[config.mk]
export PLATFORM = sky130hd
export DESIGN_NAME = panel_scanner
export DESIGN_NICKNAME = d
export VERILOG_FILES = /design/src/rtl/panel_pkg.sv /design/src/rtl/pnl_settle.sv /design/src/rtl/pnl_first_set.sv /design/src/rtl/panel_scanner.sv
export SDC_FILE = /design/constraint.sdc
export NUM_CORES = 1
export LEC_CHECK = 0
export BUFFER_PORTS_ARGS = -buffer_cell sky130_fd_sc_hd__buf_2
export CAP_MARGIN = 20
export CELL_PAD_IN_SITES_DETAIL_PLACEMENT = 1
export CELL_PAD_IN_SITES_GLOBAL_PLACEMENT = 1
export CORE_MARGIN = 5
export CORE_UTILIZATION = 45
export CTS_CLUSTER_SIZE = 12
export DETAILED_ROUTE_END_ITERATION = 8
export HOLD_SLACK_MARGIN = 0.03
export PLACE_DENSITY = 0.83
export RECOVER_POWER = 50
export SLEW_MARGIN = 40
export SYNTH_ARGS = -nofsm -noshare
export SYNTH_HDL_FRONTEND = slang
export SYNTH_SLANG_ARGS = --single-unit
[constraint.sdc]
create_clock -name clk -period 4.56 [get_ports clk]
set_clock_uncertainty 0.1 [all_clocks]
set_input_delay 0.228 -clock clk [delete_from_list [all_inputs] [get_ports clk]]
set_output_delay 0.228 -clock clk [all_outputs]
set_load 0.05 [all_outputs]
[src/rtl/panel_pkg.sv]
package panel_pkg;
    localparam int unsigned PNL_COLS   = 8;
    localparam int unsigned PNL_ROWS   = 4;
    localparam int unsigned PNL_WORD_W = 2 * PNL_COLS;
    localparam int unsigned PNL_ROW_W  = $clog2(PNL_ROWS);
    localparam int unsigned PNL_HIT_W  = 4;

    typedef enum logic [1:0] {
        PS_RELEASE,
        PS_SCAN,
        PS_MEM,
        PS_IDLE
    } panel_state_e;

    // rank of the first set bit, counted from the word's MSB
    typedef enum logic [3:0] {
        CMD_HALT, CMD_RUN, CMD_RESET, CMD_LOAD,
        CMD_SHOW_WP, CMD_SHOW_PC, CMD_SHOW_ST, CMD_SHOW_MA,
        CMD_SET_WP, CMD_SET_PC, CMD_SET_ST, CMD_SET_MA,
        CMD_MEM_SHOW, CMD_MA_STEP, CMD_MEM_STORE, CMD_CLEAR
    } panel_cmd_e;

    typedef struct packed {
        panel_state_e            state;
        logic [PNL_ROW_W-1:0]    row;
        logic [PNL_HIT_W-1:0]    hits;
        logic [PNL_WORD_W-1:0]   data;
        logic [PNL_WORD_W-1:0]   wp;
        logic [PNL_WORD_W-1:0]   pc;
        logic [PNL_WORD_W-1:0]   st;
        logic [PNL_WORD_W-1:0]   ma;
        logic                    run_lamp;
        logic                    sie;
        logic                    rst_p;
        logic                    load_p;
        logic                    mem_we;
    } panel_regs_t;
endpackage

[src/rtl/pnl_settle.sv]
module pnl_settle #(
    parameter int unsigned SETTLE_CYC = 4
) (
    input  logic clk,
    input  logic rst_n,
    input  logic en,
    output logic tick
);
    localparam int unsigned CNT_W = $clog2(SETTLE_CYC + 1);

    logic [CNT_W-1:0] cnt_d, cnt_q;

    always_comb begin
        tick  = en && (cnt_q == CNT_W'(SETTLE_CYC - 1));
        cnt_d = cnt_q;
        if (!en || tick) cnt_d = '0;
        else             cnt_d = cnt_q + 1'b1;
    end

    always_ff @(posedge clk or negedge rst_n) begin
        if (!rst_n) cnt_q <= '0;
        else        cnt_q <= cnt_d;
    end
endmodule

[src/rtl/pnl_first_set.sv]
module pnl_first_set #(
    parameter int unsigned W = 16
) (
    input  logic [W-1:0]         vec,
    output logic [$clog2(W)-1:0] rank,
    output logic                 found
);
    localparam int unsigned IDX_W = $clog2(W);

    always_comb begin
        found = 1'b0;
        rank  = '0;
        for (int i = 0; i < W; i++) begin
            if (vec[i]) begin
                found = 1'b1;
                rank  = IDX_W'(W - 1 - i);
            end
        end
    end
endmodule

[src/rtl/panel_scanner.sv]
module panel_scanner
    import panel_pkg::*;
#(
    parameter int unsigned SETTLE_CYC = 4,
    parameter int unsigned MATCH_CNT  = 3
) (
    input  logic                   clk,
    input  logic                   rst_n,
    input  logic                   session_start_i,
    input  logic [PNL_COLS-1:0]    sw_i,
    output logic [PNL_ROW_W-1:0]   row_sel_o,
    output logic [PNL_WORD_W-1:0]  lamp_o,
    output logic [PNL_WORD_W-1:0]  wp_o,
    output logic [PNL_WORD_W-1:0]  pc_o,
    output logic [PNL_WORD_W-1:0]  st_o,
    output logic [PNL_WORD_W-1:0]  ma_o,
    output logic                   run_lamp_o,
    output logic                   sie_req_o,
    output logic                   reset_pulse_o,
    output logic                   load_pulse_o,
    output logic                   mem_req_o,
    output logic                   mem_we_o,
    output logic [PNL_WORD_W-1:0]  mem_addr_o,
    output logic [PNL_WORD_W-1:0]  mem_wdata_o,
    input  logic                   mem_ack_i,
    input  logic [PNL_WORD_W-1:0]  mem_rdata_i
);
    localparam logic [PNL_HIT_W-1:0] LAST_HIT = PNL_HIT_W'(MATCH_CNT - 1);
    localparam int unsigned          RANK_W   = $clog2(PNL_WORD_W);

    panel_regs_t r_d, r_q;

    logic                   tick;
    logic                   row_busy;
    logic [PNL_WORD_W-1:0]  placed;
    logic [RANK_W-1:0]      rank;
    logic                   found;

    assign placed = r_q.row[0] ? {{PNL_COLS{1'b0}}, sw_i} : {sw_i, {PNL_COLS{1'b0}}};
    assign row_busy = |sw_i;

    pnl_settle #(.SETTLE_CYC(SETTLE_CYC)) i_settle (
        .clk   (clk),
        .rst_n (rst_n),
        .en    ((r_q.state == PS_RELEASE) || (r_q.state == PS_SCAN)),
        .tick  (tick)
    );

    pnl_first_set #(.W(PNL_WORD_W)) i_first (
        .vec   (placed),
        .rank  (rank),
        .found (found)
    );

    always_comb begin
        r_d        = r_q;
        r_d.sie    = 1'b0;
        r_d.rst_p  = 1'b0;
        r_d.load_p = 1'b0;

        unique case (r_q.state)
            PS_RELEASE: begin
                if (tick) begin
                    if (row_busy) begin
                        r_d.hits = '0;
                    end else if (r_q.hits == LAST_HIT) begin
                        r_d.hits  = '0;
                        r_d.state = PS_SCAN;
                    end else begin
                        r_d.hits = r_q.hits + 1'b1;
                    end
                end
            end
            PS_SCAN: begin
                if (tick) begin
                    if (!row_busy) begin
                        r_d.hits = '0;
                        r_d.row  = r_q.row + 1'b1;
                    end else if (r_q.hits != LAST_HIT) begin
                        r_d.hits = r_q.hits + 1'b1;
                    end else begin
                        r_d.hits  = '0;
                        r_d.state = PS_RELEASE;
                        if (r_q.row[PNL_ROW_W-1]) begin
                            r_d.data = r_q.data ^ placed;
                        end else if (found) begin
                            unique case (panel_cmd_e'(rank))
                                CMD_HALT:      begin r_d.sie = 1'b1; r_d.state = PS_IDLE; end
                                CMD_RUN:       begin r_d.run_lamp = 1'b1; r_d.state = PS_IDLE; end
                                CMD_RESET:     r_d.rst_p  = 1'b1;
                                CMD_LOAD:      r_d.load_p = 1'b1;
                                CMD_SHOW_WP:   r_d.data = r_q.wp;
                                CMD_SHOW_PC:   r_d.data = r_q.pc;
                                CMD_SHOW_ST:   r_d.data = r_q.st;
                                CMD_SHOW_MA:   r_d.data = r_q.ma;
                                CMD_SET_WP:    r_d.wp = r_q.data;
                                CMD_SET_PC:    r_d.pc = r_q.data;
                                CMD_SET_ST:    r_d.st = r_q.data;
                                CMD_SET_MA:    r_d.ma = r_q.data;
                                CMD_MEM_SHOW:  begin r_d.mem_we = 1'b0; r_d.state = PS_MEM; end
                                CMD_MA_STEP:   r_d.ma = r_q.ma + PNL_WORD_W'(2);
                                CMD_MEM_STORE: begin r_d.mem_we = 1'b1; r_d.state = PS_MEM; end
                                CMD_CLEAR:     r_d.data = '0;
                                default:       r_d.data = r_q.data;
                            endcase
                        end
                    end
                end
            end
            PS_MEM: begin
                if (mem_ack_i) begin
                    if (!r_q.mem_we) r_d.data = mem_rdata_i;
                    r_d.state = PS_RELEASE;
                end
            end
            PS_IDLE: begin
                if (session_start_i) begin
                    r_d.state    = PS_RELEASE;
                    r_d.hits     = '0;
                    r_d.run_lamp = 1'b0;
                end
            end
            default: r_d.state = PS_RELEASE;
        endcase
    end

    always_ff @(posedge clk or negedge rst_n) begin
        if (!rst_n) r_q <= '0;
        else        r_q <= r_d;
    end

    assign row_sel_o     = r_q.row;
    assign lamp_o        = r_q.data;
    assign wp_o          = r_q.wp;
    assign pc_o          = r_q.pc;
    assign st_o          = r_q.st;
    assign ma_o          = r_q.ma;
    assign run_lamp_o    = r_q.run_lamp;
    assign sie_req_o     = r_q.sie;
    assign reset_pulse_o = r_q.rst_p;
    assign load_pulse_o  = r_q.load_p;
    assign mem_req_o     = (r_q.state == PS_MEM);
    assign mem_we_o      = r_q.mem_we;
    assign mem_addr_o    = r_q.ma;
    assign mem_wdata_o   = r_q.data;
endmodule

==> impl_metrics.tcl, run 1 <==
set metrics [dict create \
    drv_slew 0 \
    antenna_found_initial 0 \
    worstSetupStartpointType "flip-flop" \
    die_x_um 128 \
    fin_util 0.472 \
    tns_ns 0 \
    setup_viol 0 \
    fin_crit_sh 0.710 \
    nFillCells 1568 \
    io_pins 148 \
    insertion_delay_ns 0.36 \
    p_int_uw 1480 \
    min_period_ns 3.24 \
    vias 4703 \
    hp-start "mem_rdata_i[12]" \
    grtUsageTotal 0.220 \
    worst_setup_path_end_kind "flip-flop" \
    p_switching_uw 637 \
    rows 43 \
    cts_setup_buffers 0 \
    ys_seq_area_frac 0.386 \
    finalHoldViolCount 0 \
    syn-num-nets 631 \
    antenna_left 0 \
    p_per_area_nw_per_um2 326 \
    final_cell_mix "100 x clkbuf_1, 95 x dfrtp_1, 54 x mux2_2, 49 x buf_2, 36 x a21oi_1" \
    core_area_um2 13700 \
    start_util 0.454 \
    postSynthAreaPerCell_um2 10.4 \
    cts_resized 0 \
    p_comb_frac 0.161 \
    outcome "completed" \
    fmax_mhz 309 \
    areaGrowthSynthToFinish_pct 4.02 \
    cp_max_fo 34 \
    path_class "reg2reg" \
    total_power_uw 2110 \
    ctsHoldBuffers 1 \
    cts_sinks 96 \
    r2r_start "row_sel_o[0]" \
    cts_tree "yes" \
    cts_buffers 9 \
    final_layout_size_suffix_gt1_frac 0.264 \
    place_congestion 0.885 \
    numPortBuffers 147 \
    layoutNonFillerInstCount 808 \
    p_sw_frac 0.302 \
    grt_pass1_vias 4962 \
    grt_setup_unrepaired "no" \
    yosysUniqueCellTypes 64 \
    clk_pin_slew_worst_paths_ns 0.07 \
    viasPerCell 5.82 \
    hp-class "in2reg" \
    grt_max_degree 58 \
    die_y_um 128 \
    synthFlopType "dfrtp_1" \
    synth_async_sr_flop_share 1.00 \
    slew_headroom 0.442 \
    syn-instance-count 598 \
    startpoint "row_sel_o[0]" \
    ys.warnings.count 0 \
    cap_violations 0 \
    synth_edf_count 0 \
    drt_first_pass_iters 5 \
    drtIter0Drc 435 \
    netlist_area_um2 6220 \
    post_drt_wl_per_cell_um 22.1 \
    power.leakage_uw 0.00295 \
    pwr-share-clk 0.394 \
    worst_pin_slew_ns 0.835 \
    grt_pass1_wl_um 28200 \
    antenna_cells 0 \
    cts.path.max_buffers 2 \
    gr-total-overflow 0 \
    final_common_cell "clkbuf_1" \
    place_inst 791 \
    irDropWorstVdd_mv 0.138 \
    pwr-share-seq 0.445 \
    fin_nets 656 \
    synth_seq_cells 96 \
    dieArea_um2 16300 \
    routed_wl_um 17900 \
    worstPathRequired_ns 4.69 \
    dp_hpwl_um 12700 \
    cp.arrival_ns 3.36 \
    htreeDepth 3 \
    clock-root-buffer "clkbuf_16" \
    hold_ws_ns 0.112 \
    post-route-drc-count 0 \
]
-- state kept, by name, summed over array words and instances (netlist names), named ones only --
register and count:
reset_pulse_o 1, i_settle.cnt_q 3, lamp_o 16, mem_we_o 1, ma_o 15, row_sel_o 2
r_q 6, sie_req_o 1, wp_o 16, pc_o 16, run_lamp_o 1, load_pulse_o 1
st_o 16
-- through the flow --
stage,setup slack [ns],area (um2)
6_report,1.32,6470
5_1_grt,1.16,6470
4_1_cts,1.02,6580
3_5_place_dp,1.07,6250
3_3_place_gp,1.07,6190
2_1_floorplan,1.96,6220
-- worst max-delay path, stage by stage (launching register included) --
cell and delay, ns:
dfrtp_2 0.72, and2b_2 0.31, a211o_1 0.31, o211ai_4 0.18
buf_8 0.22, buf_6 0.17, mux2_4 0.32, a221oi_1 0.26
a21oi_1 0.10, a221o_1 0.38
-- routing by layer --
metal	track usage	up-vias	wire length, um
met2	0.366	171	8860
met4	0.0911	0	470
met5	0	-	0
li1	-	2099	-
met3	0.0431	34	1010
met1	0.282	2399	7550
-- logic make-up after synthesis --
| kind of cell | count (synthesis) | synth area share |
|---|---|---|
| AO/OA/AOI/OAI | 135 | 0.171 |
| XOR/XNOR | 18 | 0.0253 |
| adder cells (fa/ha/maj) | 5 | 0.0101 |
| buffers and inverters | 149 | 0.168 |
| flip-flops | 96 | 0.386 |
| multiplexers | 68 | 0.131 |
| AND/OR/NAND/NOR | 127 | 0.109 |
-- layout make-up --
| class | count | area [um2] | area share |
|---|---|---|---|
| Multi-Input combinational cell | 353 | 2790 | 0.431 |
| Sequential cell | 96 | 2400 | 0.371 |
| Timing Repair Buffer | 157 | 717 | 0.111 |
| Clock buffer | 13 | 250 | 0.0387 |
| Tap cell | 180 | 225 | 0.0348 |
| Clock inverter | 3 | 65.1 | 0.0101 |
| Inverter | 6 | 22.5 | 0.00348 |
-- cell usage after synthesis (all sizes together) (9+ instances only) --
master | n | area, um2
dfrtp | 96 | 2400
nand3 | 14 | 75.1
nand2 | 31 | 116
a22o | 17 | 149
a21oi | 38 | 198
nor3 | 9 | 45.0
xor2 | 9 | 78.8
a221o | 15 | 150
nor2 | 32 | 130
buf | 137 | 1000
mux2 | 67 | 803
nor2b | 10 | 65.1
a221oi | 17 | 198
xnor2 | 9 | 78.8
o21ai | 18 | 90.1
-- path summary, 6_finish.rpt --
path	end	slack, ns	cells past startpoint
setup / recovery	lamp_o[13]	1.32	9
hold / removal	lamp_o[12]	0.11	3
setup reg to reg	lamp_o[13]	1.32	9
hold reg to reg	i_settle.cnt_q[0]	0.36	1
max in group asynchronous	wp_o[0]	3.09	3
min in group asynchronous	st_o[11]	0.31	2
-- power by group through the flow --
stage | Clock [uW] | Sequential (uW) | Combinational [uW]
2_1_floorplan | 0 | 931 | 296
4_1_cts | 842 | 940 | 346
5_1_grt | 880 | 944 | 362
3_3_place_gp | 0 | 951 | 326
6_report | 833 | 941 | 339
3_5_place_dp | 0 | 955 | 343
Note: power is estimated with default switching activity, not from simulation.
==> run 2, diff against run 1 <==
--- a/config.mk
+++ b/config.mk
@@ -10,11 +10,11 @@
 export CELL_PAD_IN_SITES_DETAIL_PLACEMENT = 1
 export CELL_PAD_IN_SITES_GLOBAL_PLACEMENT = 1
 export CORE_MARGIN = 5
-export CORE_UTILIZATION = 45
+export CORE_UTILIZATION = 38
 export CTS_CLUSTER_SIZE = 12
 export DETAILED_ROUTE_END_ITERATION = 8
 export HOLD_SLACK_MARGIN = 0.03
-export PLACE_DENSITY = 0.83
+export PLACE_DENSITY = 0.74
 export RECOVER_POWER = 50
 export SLEW_MARGIN = 40
 export SYNTH_ARGS = -nofsm -noshare
==> constraint.sdc (replaced) <==
create_clock -name clk -period 2.7 [get_ports clk]
set_clock_uncertainty 0.1 [all_clocks]
set_input_delay 0.135 -clock clk [delete_from_list [all_inputs] [get_ports clk]]
set_output_delay 0.135 -clock clk [all_outputs]
set_load 0.05 [all_outputs]
==> run 2 against run 1 <==
- first-iteration DRC count is 28% lower
- count of clock-buffer cells in the layout stayed put
- sequential share of layout area is 2.8 points lower
- via count is 5.0% higher
- power is 71% higher
- worst hold slack worse by 0.059 ns
- combinational power is 86% higher
- die area is 17% higher
- routed wire length is 6.0% higher
- critical path type unchanged
- largest cell class unchanged
- largest power group unchanged
==> impl_metrics.tcl, run 2 (synthesis results as in run 1) <==
set metrics [dict create \
    die_y_um 138 \
    routed_wl_um 19000 \
    worstPathRequired_ns 2.84 \
    place_congestion 0.901 \
    worst_pin_slew_ns 1.18 \
    total_power_uw 3610 \
    path_class "reg2reg" \
    cts_sinks 96 \
    tns_ns 0 \
    antenna_left 0 \
    p_per_area_nw_per_um2 515 \
    post-route-drc-count 0 \
    min_period_ns 2.65 \
    hp-start "mem_ack_i" \
    clk_pin_slew_worst_paths_ns 0.07 \
    grt_setup_unrepaired "yes" \
    cap_violations 0 \
    cp_max_fo 5 \
    grt_pass1_wl_um 29100 \
    areaGrowthSynthToFinish_pct 12.5 \
    r2r_start "row_sel_o[0]" \
    post_drt_wl_per_cell_um 21.3 \
    rows 46 \
    core_area_um2 16000 \
    insertion_delay_ns 0.36 \
    numPortBuffers 147 \
    worstSetupStartpointType "flip-flop" \
    finalHoldViolCount 0 \
    fin_nets 703 \
    fmax_mhz 377 \
    final_cell_mix "96 x dfrtp_1, 88 x buf_2, 62 x clkbuf_1, 54 x mux2_2, 36 x a21oi_1" \
    holdPathStages 3 \
    io_pins 148 \
    final_cell_area_um2 7000 \
    min_to "r_q[92]" \
    hold_ws_ns 0.0526 \
    gr-total-overflow 0 \
    cts.path.max_buffers 2 \
    fin_crit_sh 0.982 \
    drtIter0Drc 314 \
    slew_headroom 0.216 \
    viasPerCell 5.54 \
    hp-class "in2reg" \
    placed_cell_area_um2 6500 \
    vias 4937 \
    worst_setup_path_end_kind "flip-flop" \
    rrSetupSlack_ns 0.05 \
    die_x_um 138 \
    layoutNonFillerInstCount 891 \
    dieArea_um2 19000 \
    dp_hpwl_um 13700 \
    antenna_cells 0 \
    htreeDepth 3 \
    drv_slew 0 \
    power.leakage_uw 0.00335 \
    start_util 0.389 \
    grtUsageTotal 0.198 \
    cp.arrival_ns 2.79 \
    clock-root-buffer "clkbuf_16" \
    cts_buffers 9 \
    setup_viol 0 \
    final_common_cell "dfrtp_1" \
    drt_first_pass_iters 5 \
    rr_worst_depth 8 \
    cts_tree "yes" \
    grt_pass1_vias 5087 \
    final_layout_size_suffix_gt1_frac 0.354 \
    grt_max_degree 54 \
    irDropWorstVdd_mv 0.327 \
    outcome "completed" \
    place_inst 851 \
    antenna_found_initial 1 \
    timing.rr.end "lamp_o[1]" \
]
-- run 2: cell count changes in the layout (fill, tap and decap cells not counted), moves of 2 or more --
cell           previous run  this run
buf_2                    49        88
clkbuf_1                100        62
buf_4                     5        32
dlygate4sd3_1             1        15
a221oi_1                 11         7
a221oi_2                  5         9
buf_12                    0         2
nor3_1                    9         7
-- run 2: per-layer routing --
layer,vias to the layer above,part of all wire,global-route usage
met5,-,0.00079,0
met4,2,0.023,0.0681
met3,30,0.065,0.0468
met2,167,0.50,0.332
met1,2529,0.41,0.253
li1,2209,-,-
-- run 2: report_power, final --
part           switching, uW  leakage [uW]  total (uW)  internal, uW
registers               95.7       0.00131        1590          1490
clock network            553      0.000154        1390           837
logic                    424       0.00189         629           205
-- run 2: worst max-delay path by stage --
stage                 start    endpoint  slack, ns  cells past startpoint
3_5_place_dp   row_sel_o[0]  lamp_o[13]      -0.13                      8
6_report       row_sel_o[0]   lamp_o[1]       0.05                      8
5_1_grt        row_sel_o[0]   lamp_o[8]      -0.05                      9
3_3_place_gp        r_q[85]   lamp_o[6]      -0.04                      8
2_1_floorplan       r_q[91]  lamp_o[10]       0.10                      7
4_1_cts        row_sel_o[0]   lamp_o[0]      0.008                      8
-- run 2: final cells by class --
type | instances | area [um2]
sequential | 96 | 2400
multi-input combinational | 354 | 2830
fill | 1856 | 9000
tap | 216 | 270
clock buffer | 13 | 250
clock inverter | 3 | 65.1
timing repair buffer | 203 | 1160
inverter | 6 | 22.5
-- run 2: worst max-delay path, stage by stage (launching register included) --
cell and delay (ns):
dfrtp_1 0.43, and2b_2 0.29, a211o_1 0.31, o211ai_4 0.19, buf_6 0.18, mux2_4 0.31
a221oi_2 0.27, a21oi_1 0.10, a221o_1 0.34
-- run 2: metrics by stage --
step	util	setup slack, ns
final	0.438	0.0491
after global routing	0.438	-0.0483
after CTS	0.438	0.00768
after detailed placement	0.406	-0.126
after global placement	0.405	-0.0355
after floorplan	-	0.101
-- run 2: timing repair --
| action | CTS | global route |
|---|---|---|
| pin swaps | 0 | 2 |
| gates cloned | 0 | 1 |
| setup buffers | 3 | 5 |
| hold endpoints to repair | 57 | 0 |
| resized for setup | 4 | 7 |
| hold buffers | 15 | 0 |
| setup endpoints to repair | 21 | 27 |
